==> src/rtl/ivec_pkg.sv <==
package ivec_pkg;
    localparam int REG_W    = 8;
    localparam int EN_W     = 5;
    localparam int CEN_BIT  = 0;
    localparam int VSEL_BIT = 1;
    localparam int EN_LSB   = 3;
    localparam int CODE_W   = 2;
    localparam int NUM_CODES = 1 << CODE_W;

    typedef struct packed {
        logic [EN_W-1:0] irq_en;
        logic            vsel;
        logic            cen;
    } ivec_state_t;

    typedef enum logic [1:0] {
        UL_IDLE   = 2'd0,
        UL_ARMED  = 2'd1,
        UL_SETTLE = 2'd2
    } unlock_e;

    // Read image: bit 2 is reserved and always returns 0
    function automatic logic [REG_W-1:0] pack_rd(input ivec_state_t s);
        return {s.irq_en, 1'b0, s.vsel, s.cen};
    endfunction

    function automatic int boot_words(input int min_words, input int code);
        return min_words << code;
    endfunction
endpackage

==> src/rtl/ivec_ctrl_reg.sv <==
module ivec_ctrl_reg
    import ivec_pkg::*;
#(
    parameter int WINDOW_CYC = 4
) (
    input  logic             clk,
    input  logic             rst,
    input  logic             wr_en,
    input  logic [REG_W-1:0] wr_data,
    input  logic             retire,
    output ivec_state_t      st,
    output logic             settle
);
    localparam int CNT_W = $clog2(WINDOW_CYC + 1);

    unlock_e          ul_q, ul_d;
    logic [CNT_W-1:0] cnt_q, cnt_d;
    logic             vsel_q, vsel_d;
    logic [EN_W-1:0]  en_q, en_d;
    logic             arm_req, sel_req;

    assign arm_req = wr_en && wr_data[CEN_BIT];
    assign sel_req = wr_en && !wr_data[CEN_BIT] && (ul_q == UL_ARMED);

    always_comb begin
        ul_d   = ul_q;
        cnt_d  = cnt_q;
        vsel_d = vsel_q;
        en_d   = en_q;
        if (wr_en) begin
            en_d = wr_data[REG_W-1:EN_LSB];
        end
        if (arm_req) begin
            ul_d  = UL_ARMED;
            cnt_d = CNT_W'(WINDOW_CYC);
        end else if (sel_req) begin
            ul_d   = UL_SETTLE;
            vsel_d = wr_data[VSEL_BIT];
            cnt_d  = '0;
        end else begin
            case (ul_q)
                UL_ARMED: begin
                    if (cnt_q <= CNT_W'(1)) begin
                        ul_d  = UL_IDLE;
                        cnt_d = '0;
                    end else begin
                        cnt_d = cnt_q - CNT_W'(1);
                    end
                end
                UL_SETTLE: begin
                    if (retire) begin
                        ul_d = UL_IDLE;
                    end
                end
                default: ;
            endcase
        end
    end

    always_ff @(posedge clk) begin
        if (rst) begin
            ul_q   <= UL_IDLE;
            cnt_q  <= '0;
            vsel_q <= 1'b0;
            en_q   <= '0;
        end else begin
            ul_q   <= ul_d;
            cnt_q  <= cnt_d;
            vsel_q <= vsel_d;
            en_q   <= en_d;
        end
    end

    assign st.irq_en = en_q;
    assign st.vsel   = vsel_q;
    assign st.cen    = (ul_q == UL_ARMED);
    assign settle    = (ul_q == UL_SETTLE);


    vsel_guard_chk: assert property (@(posedge clk) disable iff (rst)
        (vsel_q != $past(vsel_q)) |->
            $past(ul_q == UL_ARMED && wr_en && !wr_data[CEN_BIT]));


    window_bound_chk: assert property (@(posedge clk) disable iff (rst)
        (ul_q == UL_ARMED) |-> (cnt_q != '0 && cnt_q <= CNT_W'(WINDOW_CYC)));


    rearm_chk: assert property (@(posedge clk) disable iff (rst)
        (wr_en && wr_data[CEN_BIT]) |=> (st.cen && cnt_q == CNT_W'(WINDOW_CYC)));


    settle_hold_chk: assert property (@(posedge clk) disable iff (rst)
        (settle && !retire && !wr_en) |=> settle);
endmodule

==> src/rtl/ivec_base_gen.sv <==
module ivec_base_gen
    import ivec_pkg::*;
#(
    parameter int MEM_WORDS      = 8192,
    parameter int BOOT_MIN_WORDS = 256,
    parameter int ADDR_W         = $clog2(MEM_WORDS)
) (
    input  logic              vsel,
    input  logic [CODE_W-1:0] code,
    output logic [ADDR_W-1:0] base
);
    logic [ADDR_W-1:0] base_tbl [NUM_CODES];

    for (genvar g = 0; g < NUM_CODES; g++) begin : g_base
        localparam int BW = boot_words(BOOT_MIN_WORDS, g);
        assign base_tbl[g] = ADDR_W'(MEM_WORDS - BW);
    end

    assign base = vsel ? base_tbl[code] : '0;
endmodule

==> src/rtl/ivec_irq_gate.sv <==
module ivec_irq_gate (
    input  logic armed,
    input  logic settle,
    input  logic vsel,
    input  logic pc_in_boot,
    input  logic lock_app,
    input  logic lock_boot,
    output logic suppress
);
    logic lock_hit;

    always_comb begin
        if (vsel) begin
            lock_hit = lock_app && !pc_in_boot;
        end else begin
            lock_hit = lock_boot && pc_in_boot;
        end
        suppress = armed || settle || lock_hit;
    end
endmodule

==> src/rtl/ivec_reloc_ctrl.sv <==
module ivec_reloc_ctrl
    import ivec_pkg::*;
#(
    parameter int MEM_WORDS      = 8192,
    parameter int BOOT_MIN_WORDS = 256,
    parameter int WINDOW_CYC     = 4,
    parameter int ADDR_W         = $clog2(MEM_WORDS)
) (
    input  logic              clk,
    input  logic              rst,
    input  logic              reg_we,
    input  logic [REG_W-1:0]  reg_wdata,
    output logic [REG_W-1:0]  reg_rdata,
    input  logic              instr_retire,
    input  logic              pc_in_boot,
    input  logic [CODE_W-1:0] boot_size_code,
    input  logic              lock_app,
    input  logic              lock_boot,
    output logic [ADDR_W-1:0] vec_base,
    output logic              irq_suppress
);
    ivec_state_t st;
    logic        settle;

    ivec_ctrl_reg #(.WINDOW_CYC(WINDOW_CYC)) u_reg (
        .clk     (clk),
        .rst     (rst),
        .wr_en   (reg_we),
        .wr_data (reg_wdata),
        .retire  (instr_retire),
        .st      (st),
        .settle  (settle)
    );

    ivec_base_gen #(
        .MEM_WORDS      (MEM_WORDS),
        .BOOT_MIN_WORDS (BOOT_MIN_WORDS),
        .ADDR_W         (ADDR_W)
    ) u_base (
        .vsel (st.vsel),
        .code (boot_size_code),
        .base (vec_base)
    );

    ivec_irq_gate u_gate (
        .armed      (st.cen),
        .settle     (settle),
        .vsel       (st.vsel),
        .pc_in_boot (pc_in_boot),
        .lock_app   (lock_app),
        .lock_boot  (lock_boot),
        .suppress   (irq_suppress)
    );

    assign reg_rdata = pack_rd(st);


    armed_sup_chk: assert property (@(posedge clk) disable iff (rst)
        st.cen |-> irq_suppress);


    settle_sup_chk: assert property (@(posedge clk) disable iff (rst)
        settle |-> irq_suppress);


    base_zero_chk: assert property (@(posedge clk) disable iff (rst)
        !reg_rdata[VSEL_BIT] |-> (vec_base == '0));


    base_sum_chk: assert property (@(posedge clk) disable iff (rst)
        reg_rdata[VSEL_BIT] |->
            (int'(vec_base) + boot_words(BOOT_MIN_WORDS, int'(boot_size_code))) == MEM_WORDS);


    lock_app_chk: assert property (@(posedge clk) disable iff (rst)
        (reg_rdata[VSEL_BIT] && lock_app && !pc_in_boot) |-> irq_suppress);


    lock_boot_chk: assert property (@(posedge clk) disable iff (rst)
        (!reg_rdata[VSEL_BIT] && lock_boot && pc_in_boot) |-> irq_suppress);
endmodule

==> config.mk <==
export PLATFORM = sky130hd
export DESIGN_NAME = ivec_reloc_ctrl
export DESIGN_NICKNAME = d
export VERILOG_FILES = /design/src/rtl/ivec_pkg.sv /design/src/rtl/ivec_ctrl_reg.sv /design/src/rtl/ivec_base_gen.sv /design/src/rtl/ivec_irq_gate.sv /design/src/rtl/ivec_reloc_ctrl.sv
export SDC_FILE = /design/constraint.sdc
export NUM_CORES = 1
export LEC_CHECK = 0
export ABC_AREA = 1
export BUFFER_PORTS_ARGS = -buffer_cell sky130_fd_sc_hd__buf_4
export CAP_MARGIN = 20
export CORE_AREA = 2 2 42 44
export DETAILED_ROUTE_END_ITERATION = 8
export DIE_AREA = 0 0 44 46
export HOLD_SLACK_MARGIN = 0.03
export PLACE_DENSITY = 0.85
export SLEW_MARGIN = 25
export SYNTH_ARGS = -nofsm -noshare
export SYNTH_HDL_FRONTEND = slang
export SYNTH_SLANG_ARGS = --single-unit
export TNS_END_PERCENT = 20
==> constraint.sdc <==
create_clock -name clk -period 3.2 [get_ports clk]
set_input_delay 0.32 -clock clk [delete_from_list [all_inputs] [get_ports clk]]
set_output_delay 0.32 -clock clk [all_outputs]
set_load 0.03 [all_outputs]
==> implementation parameters <==
Parameter                              Value

Status
  Outcome ... completed

Logic synthesis
  Synth top area cells ... sky130_fd_sc_hd__dfxtp_1 (33%), sky130_fd_sc_hd__buf_4 (14%), sky130_fd_sc_hd__nor2_1 (8.3%)
  Post-synth EDFFs ... 0
  Average size of a mapped cell ... a little over 7 um2
  Complex-gate fraction of the synthesized area ... between 10% and 20%
  Sequential element share of the synthesized area ... 32.7%
  Arithmetic-cell share of the synthesized area counting full adders, half adders and majority gates ... 7.42%
  Area share of the largest cell type after synthesis ... 32.7%
  Synthesized instance count ... between 90 and 100
  Async S/R FF share, synth ... 0%
  Number of different library cells in the post-synthesis netlist ... 20
  Dominant combinational cell family by area after synthesis ... buffers and inverters
  Area of the mapped netlist ... 674 um2
  Multiplexer share of the synthesized area ... 0%
  Primary flip-flop cell chosen by synthesis mapping ... sky130_fd_sc_hd__dfxtp_1
  Area share of xor/xnor cells in the synthesized design ... under 10%
  Synthesis warning total ... 0
  Number of synthesized register bits ... 11
  Most frequent cells after synthesis ... sky130_fd_sc_hd__nor2_1 (15), sky130_fd_sc_hd__buf_4 (13), sky130_fd_sc_hd__dfxtp_1 (11), sky130_fd_sc_hd__inv_1 (11), sky130_fd_sc_hd__nand2_1 (9)
  Leading area contributor after synthesis ... sky130_fd_sc_hd__dfxtp_1
  Synthesized-area fraction occupied by and/or/nand/nor cells ... a little under a fifth
  Most used standard cell by instance count after synthesis ... sky130_fd_sc_hd__nor2_1

STA
  # setup viols final ... 0
  Setup repair after global routing missed its margin ... no
  Final max-slew violation count ... 0
  Upper clock frequency limit ... ~0.63 GHz
  Final cycle utilization of the critical path ... roughly half
  Fin crit period ... about 1600 ps
  Clock Skew ... 2.36 ps
  Final Hold Viols ... 0
  Final Worst Setup Slack ... 1620 ps
  Fin Setup TNS ... 0 ps
  Worst hold slack ... roughly 230 ps

Route
  Number of iterations in the first detailed-routing pass ... 3
  WL met2 ... 656 um
  Met3 wirelength from detailed routing ... 78 um
  First-iteration detailed-routing DRC count ... 4
  Length of routed wiring on met1 ... between 400 and 500 um
  Total wirelength of the detailed-routed design ... about 1200 um
  DRC violation count after routing ... 0
  Count of nets left with antenna violations after detail routing ... 0
  Average via count per standard cell ... 4.54
  Top Layer Used ... met3
  Via total after detailed routing ... around 600
  Mean routed wirelength per cell ... 9.04 um

Clocking
  Cts hold-fix bufs ... 0
  Clock-pin transition on the worst setup and hold timing paths ... 70 ps
  Clock tree from TritonCTS ... built
  Clock latency on the worst-skew pair ... about 260 ps
  Library cell used as clock root buffer ... sky130_fd_sc_hd__clkbuf_4
  Cts repair resizes ... 0
  Buffer count from post-CTS setup fixing ... 0
  Total clock sinks ... 11
  TritonCTS buffer count ... 3
  Clock H-tree levels ... 1
  CTS Buffer Depth ... 2

Global route
  Number of global-route vias before repair ... between 500 and 600
  GRT overflow ... 0
  Pin count of the biggest net entering global routing ... 11
  Global routing usage summed across all routing layers ... roughly an eighth
  First-pass GRT wire length ... slightly below 2000 um
  Initial antenna violation count ... 0

Worst setup path
  Maximum fanout along the worst path ... 3
  Crit path capture type ... primary output
  Levels on crit path ... 4
  Critical path data arrival time ... 1260 ps
  Cell with the largest stage delay on the worst path ... sky130_fd_sc_hd__dfxtp_1
  R2R cell count ... 6
  Family of cells with the greatest summed delay on the critical path ... flip-flops
  CP peak stage delay ... around 360 ps
  Buf+Inv Stages, Crit Path ... 2
  Cell chain of the critical path ... inv_1 > ha_1 > o211ai_1 > buf_4
  Critical Path RT ... 2880 ps
  Type of origin of the critical path ... flop
  Critical path type ... reg2out

Die
  IO Count ... 39
  Die outline area ... a little over 2000 um2
  Die height ... about 46 um
  Std-Cell Core Area ... about 1600 um2
  Count of standard-cell rows ... 15
  Effective utilization at floorplan ... roughly two fifths
  Horizontal die dimension ... between 40 and 50 um

Cells and area
  Share of final-layout standard cells stronger than drive strength 1 ... 30.3%
  End-of-flow core utilization ... roughly 53%
  Diode count ... 0
  Net count, final ... approximately 140
  Syn-to-layout area delta ... 26.5%
  Final instance count without filler cells ... ~140
  Final std cell area, no fill ... approximately 850 um2

Place
  Buffers added on ports ... 28
  Number of placed instances with taps included ... ~130
  Detail Placement HPWL ... 1030 um
  Weighted congestion at the end of routability-driven global placement ... approximately 0.72
  Placed cell areas ... roughly 830 um2
  Dpl ws ... roughly 1800 ps

Min path
  Worst min-delay path category ... in2reg
  Depth of the worst hold-timing path ... 2

Power and ir drop
  Power density of the placed cells ... 389 nW/um2
  Leak ... 0.418 nW
  Total power ... about 0.33 mW
  Maximum VDD drop ... 0.257 mV

Run
  Max-capacitance violation count ... 0
flip-flops by register name, indices dropped and copies added (netlist names):
| name | flops |
|---|---|
| u_reg.vsel_q | 1 |
| u_reg.ul_q | 2 |
| u_reg.en_q | 5 |
| u_reg.cnt_q | 3 |
worst register-to-register path, stage by stage, from the launching register on:
cell                      delay (ps)
sky130_fd_sc_hd__dfxtp_1         360
sky130_fd_sc_hd__ha_1            310
sky130_fd_sc_hd__nand3_1         220
sky130_fd_sc_hd__a21oi_1         170
sky130_fd_sc_hd__nand2_1          60
sky130_fd_sc_hd__nand2_1          60
sky130_fd_sc_hd__a21oi_1          60
worst paths after layout:
check        slack [ps]          start             to
max                1620  u_reg.ul_q[0]   irq_suppress
min reg2reg         480  u_reg.ul_q[0]  u_reg.ul_q[0]
max reg2reg        1860  u_reg.ul_q[0]  u_reg.ul_q[1]
min                 230            rst  u_reg.ul_q[0]
power by group:
part	switching (mW)	internal (mW)
registers	0.00456	0.145
logic	0.0586	0.0344
clock network	0.0419	0.0482
total	0.105	0.227
placed cells by master, fill, tap and decap left out, types with 3 or more instances in the layout:
cell                       Yosys  layout
sky130_fd_sc_hd__ha_1          4       4
sky130_fd_sc_hd__inv_1        11      11
sky130_fd_sc_hd__nor2_1       15      15
sky130_fd_sc_hd__conb_1        1       9
sky130_fd_sc_hd__nand2_1       9       9
sky130_fd_sc_hd__o21ai_1       4       4
sky130_fd_sc_hd__nand3_1       3       3
sky130_fd_sc_hd__a21oi_1       5       5
sky130_fd_sc_hd__buf_4        13      28
sky130_fd_sc_hd__dfxtp_1      11      11
sky130_fd_sc_hd__clkbuf_4      0       3
sky130_fd_sc_hd__o21ai_0       5       5
routing by layer:
layer  global-route usage (%)  up-vias
met2                     23.5       18
met3                     2.38        0
li1                         -      328
met1                     14.6      271
met5                        0        -
met4                     7.27        0
cell families (layout without fill, tap and decap cells):
group	count (synthesis)	count (layout)
buffers and inverters	26	44
adders and majority gates	4	4
other	1	9
xor gates and xnor gates	1	1
and+or+nand+nor	30	30
DFF	11	11
AOI/OAI and AO/OA	20	20
cell type report:
cell class,instances,area [um2]
Clock buffer,4,26.3
Fill cell,158,761
Inverter,12,45.0
Multi-Input combinational cell,64,330
Sequential cell,11,220
Tap cell,17,21.3
Timing Repair Buffer,28,210
No activity file was read; power rests on OpenSTA's default activity.
